==> config.mk <==
export PLATFORM = sky130hd
export DESIGN_NAME = psfb_gate_timer
export DESIGN_NICKNAME = d
export VERILOG_FILES = /design/src/rtl/psfb_pkg.sv /design/src/rtl/psfb_dt_unit.sv /design/src/rtl/psfb_half_sched.sv /design/src/rtl/psfb_leg_out.sv /design/src/rtl/psfb_gate_timer.sv
export SDC_FILE = /design/constraint.sdc
export NUM_CORES = 1
export LEC_CHECK = 0
export BUFFER_PORTS_ARGS = -buffer_cell sky130_fd_sc_hd__buf_2
export CORE_MARGIN = 2
export CORE_UTILIZATION = 40
export CTS_BUF_LIST = sky130_fd_sc_hd__clkbuf_4
export CTS_CLUSTER_SIZE = 28
export DETAILED_ROUTE_END_ITERATION = 8
export PLACE_DENSITY = 0.67
export SLEW_MARGIN = 20
export SYNTH_ARGS = -nofsm -noshare
export SYNTH_HDL_FRONTEND = slang
export SYNTH_SLANG_ARGS = --single-unit
==> constraint.sdc <==
create_clock -name clk -period 11.45 [get_ports clk]
set_input_delay 2.29 -clock clk [delete_from_list [all_inputs] [get_ports clk]]
set_output_delay 2.29 -clock clk [all_outputs]
set_load 0.01 [all_outputs]
==> src/rtl/psfb_pkg.sv <==
package psfb_pkg;
  // Direction in which the load term moves a dead time.
  typedef enum logic {
    DT_SHRINK = 1'b0,
    DT_GROW   = 1'b1
  } dt_dir_e;
endpackage

==> src/rtl/psfb_dt_unit.sv <==
module psfb_dt_unit
  import psfb_pkg::*;
#(
  parameter int      DT_W   = 8,
  parameter int      LOAD_W = 8,
  parameter int      GAIN_W = 8,
  parameter dt_dir_e DIR    = DT_SHRINK
) (
  input  logic              clk,
  input  logic              rst,
  input  logic              load_en,
  input  logic [DT_W-1:0]   base,
  input  logic [GAIN_W-1:0] gain,
  input  logic [LOAD_W-1:0] load,
  output logic [DT_W-1:0]   dt_o
);
  localparam int PW = GAIN_W + LOAD_W;
  localparam int SW = ((GAIN_W > DT_W) ? GAIN_W : DT_W) + 1;
  localparam logic [SW-1:0] DT_MAX = SW'((1 << DT_W) - 1);
  localparam logic [SW-1:0] DT_MIN = SW'(1);

  logic [PW-1:0] prod;
  logic [SW-1:0] term;
  logic [SW-1:0] base_x;
  logic [SW-1:0] raw;
  logic [SW-1:0] sat;

  assign prod   = PW'(gain) * PW'(load);
  assign term   = SW'(prod >> LOAD_W);
  assign base_x = SW'(base);

  generate
    if (DIR == DT_SHRINK) begin : g_shrink
      assign raw = (term >= base_x) ? DT_MIN : (base_x - term);
    end else begin : g_grow
      assign raw = base_x + term;
    end
  endgenerate

  assign sat = (raw > DT_MAX) ? DT_MAX : ((raw < DT_MIN) ? DT_MIN : raw);

  // Captured once per half-cycle only.
  always_ff @(posedge clk) begin
    if (rst) begin
      dt_o <= DT_W'(1);
    end else if (load_en) begin
      dt_o <= sat[DT_W-1:0];
    end
  end
endmodule

==> src/rtl/psfb_half_sched.sv <==
module psfb_half_sched #(
  parameter int CNT_W = 16
) (
  input  logic             clk,
  input  logic             rst,
  input  logic             en,
  input  logic [CNT_W-1:0] half_in,
  input  logic [CNT_W-1:0] shift_in,
  output logic             run_o,
  output logic [CNT_W-1:0] cnt_o,
  output logic             phase_o,
  output logic             first_o,
  output logic             leg2_sel_o,
  output logic [CNT_W-1:0] leg2_el_o,
  output logic             half_start_o
);
  localparam logic [CNT_W-1:0] HALF_MIN = CNT_W'(2);
  localparam logic [CNT_W-1:0] ONE      = CNT_W'(1);
  localparam logic [CNT_W-1:0] EL_MAX   = '1;

  logic             run_q, run_d;
  logic [CNT_W-1:0] cnt_q, cnt_d;
  logic             ph_q, ph_d;
  logic             first_q, first_d;
  logic [CNT_W-1:0] hp_q, hp_d;
  logic [CNT_W-1:0] sh_q, sh_d;
  logic             sel2_q, sel2_d;
  logic [CNT_W-1:0] el2_q, el2_d;
  logic             new_half;
  logic             start;
  logic             ev2;

  always_comb begin
    run_d    = run_q;
    cnt_d    = cnt_q;
    ph_d     = ph_q;
    first_d  = first_q;
    hp_d     = hp_q;
    sh_d     = sh_q;
    sel2_d   = sel2_q;
    el2_d    = el2_q;
    new_half = 1'b0;
    start    = 1'b0;
    ev2      = 1'b0;
    if (!en) begin
      run_d   = 1'b0;
      cnt_d   = '0;
      ph_d    = 1'b0;
      first_d = 1'b0;
      sel2_d  = 1'b0;
      el2_d   = '0;
    end else begin
      if (!run_q) begin
        run_d    = 1'b1;
        cnt_d    = '0;
        ph_d     = 1'b0;
        first_d  = 1'b1;
        new_half = 1'b1;
        start    = 1'b1;
      end else if (cnt_q == hp_q - ONE) begin
        cnt_d    = '0;
        ph_d     = ~ph_q;
        first_d  = 1'b0;
        new_half = 1'b1;
      end else begin
        cnt_d = cnt_q + ONE;
      end
      if (new_half) begin
        hp_d = (half_in < HALF_MIN) ? HALF_MIN : half_in;
        sh_d = (shift_in > hp_d - ONE) ? (hp_d - ONE) : shift_in;
      end
      ev2 = (cnt_d == sh_d);
      if (ev2) begin
        sel2_d = ~ph_d;
        el2_d  = '0;
      end else if (start) begin
        sel2_d = 1'b0;
        el2_d  = '0;
      end else if (el2_q != EL_MAX) begin
        el2_d = el2_q + ONE;
      end
    end
  end

  always_ff @(posedge clk) begin
    if (rst) begin
      run_q   <= 1'b0;
      cnt_q   <= '0;
      ph_q    <= 1'b0;
      first_q <= 1'b0;
      hp_q    <= HALF_MIN;
      sh_q    <= '0;
      sel2_q  <= 1'b0;
      el2_q   <= '0;
    end else begin
      run_q   <= run_d;
      cnt_q   <= cnt_d;
      ph_q    <= ph_d;
      first_q <= first_d;
      hp_q    <= hp_d;
      sh_q    <= sh_d;
      sel2_q  <= sel2_d;
      el2_q   <= el2_d;
    end
  end

  assign run_o        = run_q;
  assign cnt_o        = cnt_q;
  assign phase_o      = ph_q;
  assign first_o      = first_q;
  assign leg2_sel_o   = sel2_q;
  assign leg2_el_o    = el2_q;
  assign half_start_o = new_half;
endmodule

==> src/rtl/psfb_leg_out.sv <==
module psfb_leg_out #(
  parameter int CNT_W = 16,
  parameter int DT_W  = 8
) (
  input  logic             clk,
  input  logic             rst,
  input  logic             en,
  input  logic             run,
  input  logic             sel,
  input  logic [CNT_W-1:0] elapsed,
  input  logic [DT_W-1:0]  dt,
  output logic             out0,
  output logic             out1
);
  logic on_c;

  assign on_c = en && run && (elapsed >= CNT_W'(dt));

  always_ff @(posedge clk) begin
    if (rst) begin
      out0 <= 1'b0;
      out1 <= 1'b0;
    end else begin
      out0 <= on_c && !sel;
      out1 <= on_c && sel;
    end
  end
endmodule

==> src/rtl/psfb_gate_timer.sv <==
module psfb_gate_timer
  import psfb_pkg::*;
#(
  parameter int CNT_W  = 16,
  parameter int DT_W   = 8,
  parameter int LOAD_W = 8,
  parameter int GAIN_W = 8
) (
  input  logic              clk,
  input  logic              rst,
  input  logic              en,
  input  logic [CNT_W-1:0]  half_period,
  input  logic [CNT_W-1:0]  phase_shift,
  input  logic [LOAD_W-1:0] load_code,
  input  logic [DT_W-1:0]   dt_leg1_base,
  input  logic [DT_W-1:0]   dt_leg2_base,
  input  logic [DT_W-1:0]   dt_rect_base,
  input  logic [GAIN_W-1:0] dt_bridge_gain,
  input  logic [GAIN_W-1:0] dt_rect_gain,
  output logic              leg1_p,
  output logic              leg1_n,
  output logic              leg2_p,
  output logic              leg2_n,
  output logic              rect_p,
  output logic              rect_n
);
  localparam int N_DT   = 3;
  localparam int N_LEG  = 2;
  localparam int RECT_I = N_DT - 1;

  logic             run;
  logic [CNT_W-1:0] cnt;
  logic             phase;
  logic             first;
  logic             sel2;
  logic [CNT_W-1:0] el2;
  logic             half_start;

  psfb_half_sched #(.CNT_W(CNT_W)) u_sched (
    .clk          (clk),
    .rst          (rst),
    .en           (en),
    .half_in      (half_period),
    .shift_in     (phase_shift),
    .run_o        (run),
    .cnt_o        (cnt),
    .phase_o      (phase),
    .first_o      (first),
    .leg2_sel_o   (sel2),
    .leg2_el_o    (el2),
    .half_start_o (half_start)
  );

  // Dead-time channels: 0 leading leg, 1 lagging leg, 2 rectifier.
  logic [DT_W-1:0] dt_base [N_DT];
  logic [DT_W-1:0] dt_val  [N_DT];

  assign dt_base[0] = dt_leg1_base;
  assign dt_base[1] = dt_leg2_base;
  assign dt_base[2] = dt_rect_base;

  generate
    for (genvar i = 0; i < N_DT; i++) begin : g_dt
      localparam dt_dir_e CH_DIR = (i == RECT_I) ? DT_GROW : DT_SHRINK;
      psfb_dt_unit #(
        .DT_W   (DT_W),
        .LOAD_W (LOAD_W),
        .GAIN_W (GAIN_W),
        .DIR    (CH_DIR)
      ) u_dt (
        .clk     (clk),
        .rst     (rst),
        .load_en (half_start),
        .base    (dt_base[i]),
        .gain    ((i == RECT_I) ? dt_rect_gain : dt_bridge_gain),
        .load    (load_code),
        .dt_o    (dt_val[i])
      );
    end
  endgenerate

  // Bridge legs: leg 0 follows the half-cycle counter, leg 1 the shifted switch.
  logic             leg_sel [N_LEG];
  logic [CNT_W-1:0] leg_el  [N_LEG];
  logic             leg_o0  [N_LEG];
  logic             leg_o1  [N_LEG];

  assign leg_sel[0] = phase;
  assign leg_el[0]  = cnt;
  assign leg_sel[1] = sel2;
  assign leg_el[1]  = el2;

  generate
    for (genvar j = 0; j < N_LEG; j++) begin : g_leg
      psfb_leg_out #(.CNT_W(CNT_W), .DT_W(DT_W)) u_leg (
        .clk     (clk),
        .rst     (rst),
        .en      (en),
        .run     (run),
        .sel     (leg_sel[j]),
        .elapsed (leg_el[j]),
        .dt      (dt_val[j]),
        .out0    (leg_o0[j]),
        .out1    (leg_o1[j])
      );
    end
  endgenerate

  assign leg1_p = leg_o0[0];
  assign leg1_n = leg_o1[0];
  assign leg2_n = leg_o0[1];
  assign leg2_p = leg_o1[1];

  // Rectifiers: on through their own half, held a delay into the next one.
  logic tail;
  logic rp_q, rn_q;

  assign tail = !first && (cnt < CNT_W'(dt_val[RECT_I]));

  always_ff @(posedge clk) begin
    if (rst) begin
      rp_q <= 1'b0;
      rn_q <= 1'b0;
    end else begin
      rp_q <= en && run && (!phase || tail);
      rn_q <= en && run && (phase || tail);
    end
  end

  assign rect_p = rp_q;
  assign rect_n = rn_q;
endmodule

; ---- After elaboration in Yosys (flattened, before gate mapping)
; Index checks and enable logic that the tools add are counted.
[word_totals]
regBits = 98
input_bits = 83
word_cells = 94
[classes]
addsub = 7
mul = 2
magnitude_cmp = 13
eq_ne = 4
n_mux = 29
bitwise = 3
n_reduce_logical = 19
[ops]
columns = cell, n
row1 = $mux W16, 7
row2 = $mux W8, 6
row3 = $add A16 B1 Y16 const B, 2
row4 = $eq A16 B16 Y1, 2
row5 = $ge A16 B8 Y1, 2
row6 = $mul A8 B8 Y16, 2
row7 = $sub A16 B1 Y16 const B, 2
row8 = $gt A9 B8 Y1 const B, 3
row9 = $lt A9 B1 Y1 const B, 3
row10 = $mux W9, 2
row11 = $sub A8 B8 Y9, 2
row12 = $ge A8 B8 Y1, 2
row13 = $gt A16 B16 Y1, 1
row14 = $lt A16 B2 Y1 const B, 1
row15 = $lt A16 B8 Y1, 1
row16 = $ne A16 B16 Y1 const B, 1
row17 = $mux W1, 14
row18 = $logic_and A1 B1 Y1, 10
row19 = $add A8 B8 Y9, 1
row20 = $reduce_or A4 Y1, 1
row21 = $logic_not A1 Y1, 3
row22 = $not A1 Y1, 3
row23 = $logic_or A1 B1 Y1, 2
row24 = $ne A2 B2 Y1 const B, 1
row25 = other kinds (3), 3

; ---- Depth between registers and ports, before layout
; Gate-level depths: netlist (run 1).
[logic_depth]
ltp_word = 9
depth_mapped = 28
mapped_depth_nobuf = 27

; ---- Cells and area by module
; From an unflattened synthesis (run 1), not the netlist that was laid out.
[hier_totals]
hier_cells = 1601
area_unflattened_um2 = 13397.8
[modules_own_cells]
columns = mod, instances, cells_each, area_per_inst_um2, seq_area_each_um2
row1 = psfb_half_sched, 1, 604, 4803.4, 1361.3
row2 = psfb_dt_unit at g_dt[0].u_dt, 1, 305, 2617.5, 160.2
row3 = psfb_dt_unit at g_dt[2].u_dt, 1, 293, 2571.2, 160.2
row4 = psfb_dt_unit at g_dt[1].u_dt, 1, 292, 2557.5, 160.2
row5 = psfb_leg_out, 2, 36, 284.0, 40.0
row6 = psfb_gate_timer, 1, 35, 280.3, 40.0

; ---- Worst setup path after synthesis (run 1)
; No wires, ideal clock.
[synth_timing]
kind = input-to-reg
from = in load_code[7]
to = reg g_dt[1].u_dt.dt_o[0]
setup_time_ps = 138
t_arrival_ps = 8146
setup_slack_ps = 3166
stages = 23
path_buffers = 1
path_cell_list = clkbuf_1 nand2_1 fa_1 fa_1 inv_1 fa_1 fa_1 ha_1 o21ai_0 o21ai_0 nor2_1 xnor2_1 inv_1 ha_1 nor2b_1 o31a_1 o21ai_0 and2_1 a41oi_1 and2_1 maj3_1 a2111oi_0 o32ai_1
[synth_between]
elab_chain_len = 6
word_cells_on_any_way = 8
classes_between = 1 x add/sub / 1 x mul / 3 x order compare / 3 x mux
[synth_lines]
columns = item, line_no
row1 = "start, declared", psfb_gate_timer.sv:14  ; input logic [LOAD_W-1:0] load_code,
row2 = $mul A8 B8 Y16 *, psfb_dt_unit.sv:28  ; assign prod = PW'(gain) * PW'(load);
row3 = $sub A8 B8 Y9 / $ge A8 B8 Y1 (equally long branches), psfb_dt_unit.sv:34  ; assign raw = (term >= base_x) ? DT_MIN : (base_x - term);
row4 = $mux W9 *, psfb_dt_unit.sv:34
row5 = $lt A9 B1 Y1, psfb_dt_unit.sv:40  ; assign sat = (raw > DT_MAX) ? DT_MAX : ((raw < DT_MIN) ? DT_MIN : raw);
row6 = $mux W8, psfb_dt_unit.sv:40
row7 = $mux W8 *, psfb_dt_unit.sv:40
row8 = "end signal, assigned", psfb_dt_unit.sv:47  ; dt_o <= sat[DT_W-1:0];
row9 = "end, declared", psfb_dt_unit.sv:15  ; output logic [DT_W-1:0] dt_o
; Every way passes the cells marked *; elsewhere a longest branch is shown, timed or not.
; A chain may end at the register's enable or synchronous reset.

; ---- Worst setup path in the final report (run 1)
[layout_timing]
from = in load_code[4]
to = reg g_dt[1].u_dt.dt_o[0]
; Same word-level chain as after synthesis.

==> flow_summary.ini, run 1 <==
[floorplanning]
ios = 89
initial_core_util_pct = 40.6
die_y_um = 169
die_w_um = 169
die_area_sq_um = 28700
core-area_sq_um = 27000
rows = 60

[power_and_ir_drop]
power_switching_mw = 1.03
clkPwrFrac_pct = 11.1
leakage_nw = 5.47
swShare_pct = 47.7
p_int_mw = 1.13
peakVddDrop_uv = 145
pwr-share-seq_pct = 18.9
p_per_area_nw_per_um2 = 183
comb_power_share_pct = 70.0

[finish]
synthToLayoutAreaGrowth_pct = 8.44
fin_area_sq_um = 11900
fin_nets = 1682
drive_gt1_share_pct = 7.99

[routing]
vias = 9245
first_pass_iters = 5
routed_wl_um = 25600
wl_per_cell_um = 14.7
vias_per_cell = 5.30
drtIter0Drc = 558
ant_nets = 0
drc_errors = 0

[logic_synthesis]
async_flop_share_pct = 0
synth-adder-area-share_pct = 28.3
synth-seq-cells = 98
synth_cell_types = 65
yosys.area_share.simple_pct = 22.2
syn_inst = 1336
synth_area_sq_um = 10900
ys.flop_type = dfxtp_1
yosysWarnings = 0
synth_compound_area_share_pct = 14.0
synth-seq-area-share_pct = 17.9
synth_area_per_cell_sq_um = 8.20
postSynthNetCount = 1621
synth_top_family_by_area = adder cells
synth-xor-area-share_pct = 8.62
muxShareOfSynthArea_pct = 1.65
synth_edf_count = 0

[outcome]
status = finished, final reports clean

[hold_path]
hp-class = flop to flop
hp-start = u_sched.leg2_sel_o
holdPathEnd = g_leg[1].u_leg.out1
min_path_cells = 2

[sta]
skew_ns = 0.0371
hold_viol = 0
fin_crit_sh_pct = 72.8
finalSetupViolCount = 0
tightest_slew_ns = 0.949
period_minus_slack_ns = 8.34
tns_ns = 0
max_freq_mhz = 120
relSlewSlack_pct = 36.2
rsz0062_at_grt = false
slew_viol_final = 0

[clocking]
clk_pin_slew_ns = 0.19
cts_resized = 0
cts_hold_buf = 0
cts.sinks = 98
h-tree-depth = 3
tritoncts = done
postCtsSetupBuffers = 0
clock-root-buffer = clkbuf_4
cts_made_buffers = 9
worstSkewPairLatency_ns = 0.49
cts.path.max_buffers = 2

[critical_path]
arrival_ns = 8.72
r2r_start = u_sched.hp_q[9]
cp_max_fo = 16
worstRegToRegCells = 9
crit_required_ns = 11.83
end_kind = flop
r2r_end = g_dt[2].u_dt.dt_o[7]
start_kind = input port
reg2reg_slack_ns = 7.39
worstSetupPathType = input port to flop
cp-startpoint = load_code[4]

[grt]
grt_max_degree = 51
grt_pass1_wl_um = 43000
overflow = 0
grt_pass1_vias = 8839
antenna_found_initial = 1
grt_util_all_layers_pct = 18.2

[run]
maxCapViolCount = 0

[place]
place_congestion = 0.891
io_buffers = 88
post_dp_cell_area_sq_um = 11700
hpwl_um = 20600
worst max-delay path, cell delays in order:
cell       delay, ns
buf_2           0.20
and2_1          0.20
fa_1            0.45
fa_1            0.55
inv_1           0.05
fa_1            0.47
inv_1           0.05
fa_1            0.47
ha_1            0.35
a211oi_1        0.32
o31ai_1         0.15
a211oi_1        0.48
o21ai_0         0.24
ha_1            0.37
o21a_1          0.12
o31a_1          0.11
o21ai_0         0.18
and2_1          0.19
a41oi_1         0.14
and2_1          0.23
maj3_1          0.36
a2111oi_0       0.59
o32ai_1         0.16
state kept, by name, summed over array words and instances (netlist names):
| signal | count |
|---|---|
| g_dt.u_dt.dt_o | 24 |
| g_leg.u_leg.out0 | 2 |
| g_leg.u_leg.out1 | 2 |
| rect_n | 1 |
| rect_p | 1 |
| u_sched.cnt_o | 16 |
| u_sched.first_o | 1 |
| u_sched.hp_q | 16 |
| u_sched.leg2_el_o | 16 |
| u_sched.leg2_sel_o | 1 |
| u_sched.phase_o | 1 |
| u_sched.run_o | 1 |
| u_sched.sh_q | 16 |
stage by stage:
stage	setup WS (ns)	hold WS [ns]	power, mW	instances	util [%]
after detailed placement	2.62	0.437	1.93	1727	43.3
after global placement	2.77	0.431	1.89	1727	43.3
after CTS	3.16	0.458	2.18	1743	44.0
after global routing	2.66	0.495	2.41	1744	44.1
final	3.11	0.455	2.17	1744	44.1
after floorplan	3.17	0.412	1.58	1336	-
per-layer routing:
metal  vias up  track usage (%)  routed length, um
met2       176             29.4              11600
met4         0             4.12                259
li1       4686                -                  -
met3        18             1.98                947
met5         -                0                  0
met1      4365             26.1              12700
kinds of logic (layout without fill, tap and decap cells):
group           count (synthesis)  count (layout)
simple gates                  483             483
compound gates                218             218
buf+inv                       212             278
fa+ha+maj                     204             204
xor+xnor                      103             103
flops                          98              98
mux                            18              18
other cells                     0               1
area by class of cell:
class                           instances  area [sq um]
Clock inverter                          7           123
Timing Repair Buffer                   91           463
Fill cell                            2691         15100
Inverter                              171           642
Antenna cell                            1          2.50
Sequential cell                        98          1960
Tap cell                              341           427
Clock buffer                            9          67.6
Multi-Input combinational cell       1026          8190
cell usage after synthesis (4+ instances only):
library cell    n  area [sq um]
a2111oi_0       4          35.0
a211oi_1       17           128
a21boi_0        7          52.6
a21o_1         19           143
a21oi_1        44           220
a22o_1          7          61.3
a31oi_1         9          56.3
and2_1         78           488
and3_1         13          81.3
and4_1          4          35.0
clkbuf_1       34           128
dfxtp_1        98          1960
fa_1           73          1460
ha_1          129          1610
inv_1         171           642
mux2i_1        18           180
nand2_1       107           402
nand2b_1       15          93.8
nand3_1        28           140
nand4_1        25           156
nor2_1        117           439
nor2b_1        19           119
nor3_1         30           150
nor4_1         18           113
o2111ai_1       4          35.0
o211ai_1       15           113
o21a_1          6          45.0
o21ai_0        36           180
o21bai_1        4          30.0
o2bb2ai_1       6          52.6
o31a_1          6          52.6
o31ai_1         5          37.5
or3_1           9          56.3
or4_1           7          52.6
xnor2_1        56           490
xor2_1         44           385
power groups by stage:
stage                     combinational [mW]  clock, mW  sequential [mW]
final                                   1.52      0.240            0.410
after CTS                               1.52      0.244            0.409
after floorplan                         1.17          0            0.409
after detailed placement                1.51          0            0.417
after global placement                  1.48          0            0.417
after global routing                    1.74      0.261            0.415
how the worst max path moves through the flow:
| stage | end | slack (ns) | depth (start not counted) |
|---|---|---|---|
| final | g_dt[1].u_dt.dt_o[0] | 3.11 | 23 |
| after global routing | g_dt[0].u_dt.dt_o[4] | 2.66 | 22 |
| after CTS | g_dt[1].u_dt.dt_o[0] | 3.16 | 24 |
| after detailed placement | g_dt[1].u_dt.dt_o[0] | 2.62 | 24 |
| after global placement | g_dt[1].u_dt.dt_o[0] | 2.77 | 23 |
| after floorplan | g_dt[1].u_dt.dt_o[0] | 3.17 | 23 |
cell usage in the layout, fill, tap and decap left out, types with 4 or more instances in the layout:
cell type	Yosys	layout
clkbuf_4	0	9
inv_1	171	171
nand2_1	107	107
o31a_1	6	6
nor2b_1	19	19
o211ai_1	15	15
a21o_1	19	19
xnor2_1	56	56
nor4_1	18	18
fa_1	73	73
and4_1	4	4
a21boi_0	7	7
and2_1	78	78
nand2b_1	15	15
o31ai_1	5	5
a22o_1	7	7
o21ai_0	36	36
a211oi_1	17	17
a31oi_1	9	9
and3_1	13	13
o21bai_1	4	4
buf_2	3	88
nor2_1	117	117
dfxtp_1	98	98
or3_1	9	9
a21oi_1	44	44
o2111ai_1	4	4
nand4_1	25	25
ha_1	129	129
nand3_1	28	28
or4_1	7	7
mux2i_1	18	18
xor2_1	44	44
a2111oi_0	4	4
o21a_1	6	6
o2bb2ai_1	6	6
nor3_1	30	30
(Power assumes the default switching activity.)
==> inputs of run 2 (changes only) <==
--- a/config.mk
+++ b/config.mk
@@ -11,7 +11,7 @@
 export CTS_BUF_LIST = sky130_fd_sc_hd__clkbuf_4
 export CTS_CLUSTER_SIZE = 28
 export DETAILED_ROUTE_END_ITERATION = 8
-export PLACE_DENSITY = 0.67
+export PLACE_DENSITY = 0.69
 export SLEW_MARGIN = 20
 export SYNTH_ARGS = -nofsm -noshare
 export SYNTH_HDL_FRONTEND = slang
==> constraint.sdc (replaced) <==
create_clock -name clk -period 6.7 [get_ports clk]
set_input_delay 1.34 -clock clk [delete_from_list [all_inputs] [get_ports clk]]
set_output_delay 1.34 -clock clk [all_outputs]
set_load 0.01 [all_outputs]
==> run 2 against run 1 <==
Net effect: wire length rose by 4.3%; clock power grew 16%; highest routed layer unchanged; register-to-register slack got worse by 4.7 ns.
==> flow_summary.ini, run 2 (synthesis results as in run 1) <==
[clocking]
cts.path.max_buffers = 2
h-tree-depth = 3
clock-root-buffer = clkbuf_4
tritoncts = done
cts_hold_buf = 0
worstSkewPairLatency_ns = 0.46
clk_pin_slew_ns = 0.17
cts.sinks = 98
cts_made_buffers = 9

[floorplanning]
die_y_um = 169
core-area_sq_um = 27000
initial_core_util_pct = 40.6
die_w_um = 169
rows = 60
ios = 89
die_area_sq_um = 28700

[finish]
drive_gt1_share_pct = 16.6
synthToLayoutAreaGrowth_pct = 17.1
final_common_cell = inv_1
final_cell_mix = inv_1 (170), ha_1 (125), nor2_1 (116)
largest_register_ffs = 24
top_register = g_dt.u_dt.dt_o
fin_nets = 1778

[sta]
relSlewSlack_pct = 36.6
fin_crit_sh_pct = 97.4
finalSetupViolCount = 0
period_minus_slack_ns = 6.53
tns_ns = 0
hold_viol = 0
tightest_slew_ns = 0.952
slew_viol_final = 0
skew_ns = 0.0355
max_freq_mhz = 153
hold-worst-slack_ns = 0.459

[critical_path]
reg2reg_slack_ns = 2.70
start_kind = input port
cp_max_fo = 10
end_kind = flop
crit_required_ns = 7.12
worstRegToRegCells = 10
worstSetupPathType = input port to flop
arrival_ns = 6.95

[routing]
first_pass_iters = 4
ant_nets = 0
wl_per_cell_um = 14.5
vias = 9600
drtIter0Drc = 481
vias_per_cell = 5.22
drc_errors = 0
routed_wl_um = 26700

[grt]
grt_pass1_vias = 9388
antenna_found_initial = 1
grt_util_all_layers_pct = 18.6
grt_max_degree = 53
grt_pass1_wl_um = 44500
overflow = 0

[outcome]
status = finished, final reports clean

[power_and_ir_drop]
leakage_nw = 5.96
peakVddDrop_uv = 251
p_per_area_nw_per_um2 = 351

[place]
io_buffers = 88
place_congestion = 0.903
hpwl_um = 22000

[run]
maxCapViolCount = 0

[hold_path]
min_path_cells = 1
hp-class = flop to flop
-- run 2: through the flow --
| stage | instances | total power, mW | util (%) | setup WS [ns] | area, sq um |
|---|---|---|---|---|---|
| 6_report | 1839 | 4.50 | 47.6 | 0.172 | 12800 |
| 5_1_grt | 1839 | 4.97 | 47.6 | -0.0305 | 12800 |
| 4_1_cts | 1835 | 4.34 | 46.9 | 0.0370 | 12700 |
| 3_5_place_dp | 1820 | 4.03 | 46.5 | -0.435 | 12500 |
| 3_3_place_gp | 1820 | 3.96 | 46.5 | -0.385 | 12500 |
| 2_1_floorplan | 1336 | 2.80 | - | 0.00000311 | 11100 |
-- run 2: worst max-delay path, cell delays in order --
cell,delay (ns)
clkbuf_4,0.17
and2_1,0.18
fa_2,0.40
fa_1,0.54
inv_1,0.05
fa_1,0.47
inv_1,0.05
fa_1,0.50
ha_4,0.31
buf_4,0.12
nand4_1,0.11
o21ai_2,0.12
nor2_4,0.07
xnor2_2,0.17
inv_1,0.08
ha_1,0.30
nor2b_1,0.14
o31a_1,0.27
o21ai_2,0.16
and2_4,0.16
a41oi_2,0.13
and2_4,0.18
maj3_2,0.34
a2111oi_4,0.41
o31a_1,0.18
-- run 2: per-layer routing --
| metal | vias to the layer above | part of all wire, % | GRT usage [%] | routed length [um] |
|---|---|---|---|---|
| li1 | 4855 | - | - | - |
| met5 | - | 0 | 0 | 0 |
| met1 | 4554 | 49 | 25.7 | 13100 |
| met3 | 33 | 3.0 | 2.08 | 803 |
| met2 | 158 | 47 | 31.5 | 12500 |
| met4 | 0 | 1.3 | 3.60 | 337 |
-- run 2: area by class of cell --
type / instances / area, sq um
fill: 2632 / 14100
multi-input combinational: 1026 / 8430
sequential: 98 / 1960
timing repair buffer: 187 / 1240
inverter: 171 / 642
tap: 341 / 427
clock buffer: 10 / 75.1
clock inverter: 5 / 40.0
antenna: 1 / 2.50
-- run 2: timing repair --
item | in CTS | in global routing
endpoints found under the setup margin | 0 | 24
gates resized for setup | 0 | 37
endpoints found under the hold margin | 0 | 0
buffers inserted | 0 | 3
-- run 2: worst paths after layout --
check / start / end
max: load_code[4] / g_dt[1].u_dt.dt_o[7]
min: u_sched.leg2_sel_o / g_leg[1].u_leg.out0
max reg2reg: u_sched.hp_q[9] / u_sched.sh_q[12]
min reg2reg: u_sched.leg2_sel_o / g_leg[1].u_leg.out0
-- run 2: where the power goes --
group	internal [mW]	switching, mW	leakage (nW)	total (mW)
combinational	1.77	1.75	5.09	3.52
clock	0.0820	0.197	0.0624	0.279
sequential	0.656	0.0450	0.800	0.701
total	2.51	1.99	5.96	4.50
==> inputs of run 3 (changes only) <==
==> constraint.sdc (replaced) <==
create_clock -name clk -period 6.7 [get_ports clk]
set_input_delay 0 -clock clk [delete_from_list [all_inputs] [get_ports clk]]
set_output_delay 0 -clock clk [all_outputs]
set_load 0.01 [all_outputs]
==> run 3 against run 2 <==
Net effect: cell area decreased by 4.7%; sequential cell count unchanged; register-to-register slack got worse by 0.53 ns; count of clock-buffer cells in the layout decreased by 1; combinational power decreased by 26%; first-iteration DRC count increased by 6.4%; critical endpoint is now g_dt[1].u_dt.dt_o[0]; largest power group unchanged; highest routed layer unchanged.
==> flow_summary.ini, run 3 (synthesis results as in run 1) <==
[sta]
max_freq_mhz = 163
fin_crit_sh_pct = 91.8
relSlewSlack_pct = 36.0
fin_ws_ns = 0.551
period_minus_slack_ns = 6.15
slew_viol_final = 0
skew_ns = 0.0337
finalSetupViolCount = 0
hold_viol = 0
rsz0062_at_grt = false
tns_ns = 0
tightest_slew_ns = 0.958

[grt]
grt_max_degree = 58
grt_util_all_layers_pct = 18.9
grt_pass1_wl_um = 44700
overflow = 0
grt_pass1_vias = 9389
antenna_found_initial = 1

[place]
io_buffers = 88
post_dp_cell_area_sq_um = 11700
preCtsSetupSlack_ns = 0.130
hpwl_um = 21000
place_congestion = 0.933

[routing]
first_pass_iters = 6
drc_errors = 0
vias = 9499
wl_per_cell_um = 14.7
ant_nets = 0
drtIter0Drc = 512
vias_per_cell = 5.32
routed_wl_um = 26300

[floorplanning]
die_y_um = 169
initial_core_util_pct = 40.6
core-area_sq_um = 27000
ios = 89
die_area_sq_um = 28700
rows = 60
die_w_um = 169

[critical_path]
cp_max_fo = 16
start_kind = input port
worstRegToRegCells = 10
end_kind = flop
worstSetupPathType = input port to flop
crit_required_ns = 7.09
arrival_ns = 6.54

[finish]
fillers = 2597
fin_nets = 1723
final_cell_mix = inv_1 (171), ha_1 (129), nor2_1 (117)
top_register = g_dt.u_dt.dt_o
synthToLayoutAreaGrowth_pct = 11.6
largest_register_ffs = 24
drive_gt1_share_pct = 8.32
final_common_cell = inv_1
fin_area_sq_um = 12200

[clocking]
clock-root-buffer = clkbuf_4
tritoncts = done
h-tree-depth = 3
cts.sinks = 98
worstSkewPairLatency_ns = 0.50
cts.path.max_buffers = 2
cts_made_buffers = 9
clk_pin_slew_ns = 0.18
cts_resized = 0

[outcome]
status = finished, final reports clean

[hold_path]
hp-class = input port to flop
min_path_cells = 5

[power_and_ir_drop]
peakVddDrop_uv = 236
leakage_nw = 5.62
p_per_area_nw_per_um2 = 298
power_mw = 3.64

[run]
maxCapViolCount = 0
## run 3: changes by cell type in the layout (fill, tap and decap cells not counted), sizes merged
| cell | delta |
|---|---|
| buf | -83 |
| dlygate4sd3 | +33 |
| clkbuf | -6 |
| bufinv | +1 |
| inv | +1 |
## run 3: what timing repair did
item	4_1_cts	5_1_grt
endpoints found under the hold margin	35	0
hold buffers	33	0
setup buffers	0	0
## run 3: per-stage QoR
stage                     cells  util [%]  hold slack (ns)
final                      1785      45.3           0.0517
after floorplan            1336         -            0.144
after global placement     1735      43.6            0.284
after detailed placement   1735      43.6            0.291
after CTS                  1784      45.3          0.00832
after global routing       1785      45.3           0.0652
## run 3: routing by layer
layer / part of all wire (%) / global-route usage (%) / routed length, um
met5: 0 / 0 / 0
met4: 1.9 / 5.54 / 507
met3: 4.4 / 2.64 / 1160
met2: 47 / 31.1 / 12300
met1: 47 / 25.8 / 12400
## run 3: area by class of cell
class	count	area, sq um	area share, %
sequential	98	1960	16.1
clock inverter	7	75.1	0.615
tap	341	427	3.49
clock buffer	9	67.6	0.553
inverter	171	642	5.25
antenna	1	2.50	0.0205
multi-input combinational	1026	8190	67.0
timing repair buffer	132	853	6.98
## run 3: final timing paths
kind | end | slack (ns) | from
max reg2reg | g_dt[0].u_dt.dt_o[2] | 2.17 | u_sched.hp_q[9]
min | g_dt[1].u_dt.dt_o[4] | 0.05 | dt_leg2_base[4]
max | g_dt[1].u_dt.dt_o[0] | 0.55 | load_code[4]
min reg2reg | g_leg[1].u_leg.out0 | 0.46 | u_sched.leg2_sel_o
## run 3: critical path, stage by stage
cell and delay, ns:
buf_2 0.20, and2_1 0.19, fa_1 0.45, fa_1 0.55, inv_1 0.05, fa_1 0.47, inv_1 0.05, fa_1 0.48
ha_1 0.36, a211oi_1 0.30, o31ai_1 0.15, a211oi_1 0.49, o21ai_0 0.24, ha_1 0.38, o21a_1 0.13, o31a_1 0.11
o21ai_0 0.19, and2_1 0.19, a41oi_1 0.16, and2_1 0.24, maj3_1 0.37, a2111oi_0 0.64, o32ai_1 0.17
## run 3: report_power, final
group          switching [mW]  internal [mW]
sequential             0.0463          0.656
clock                   0.216          0.117
combinational            1.49           1.11
total                    1.76           1.89
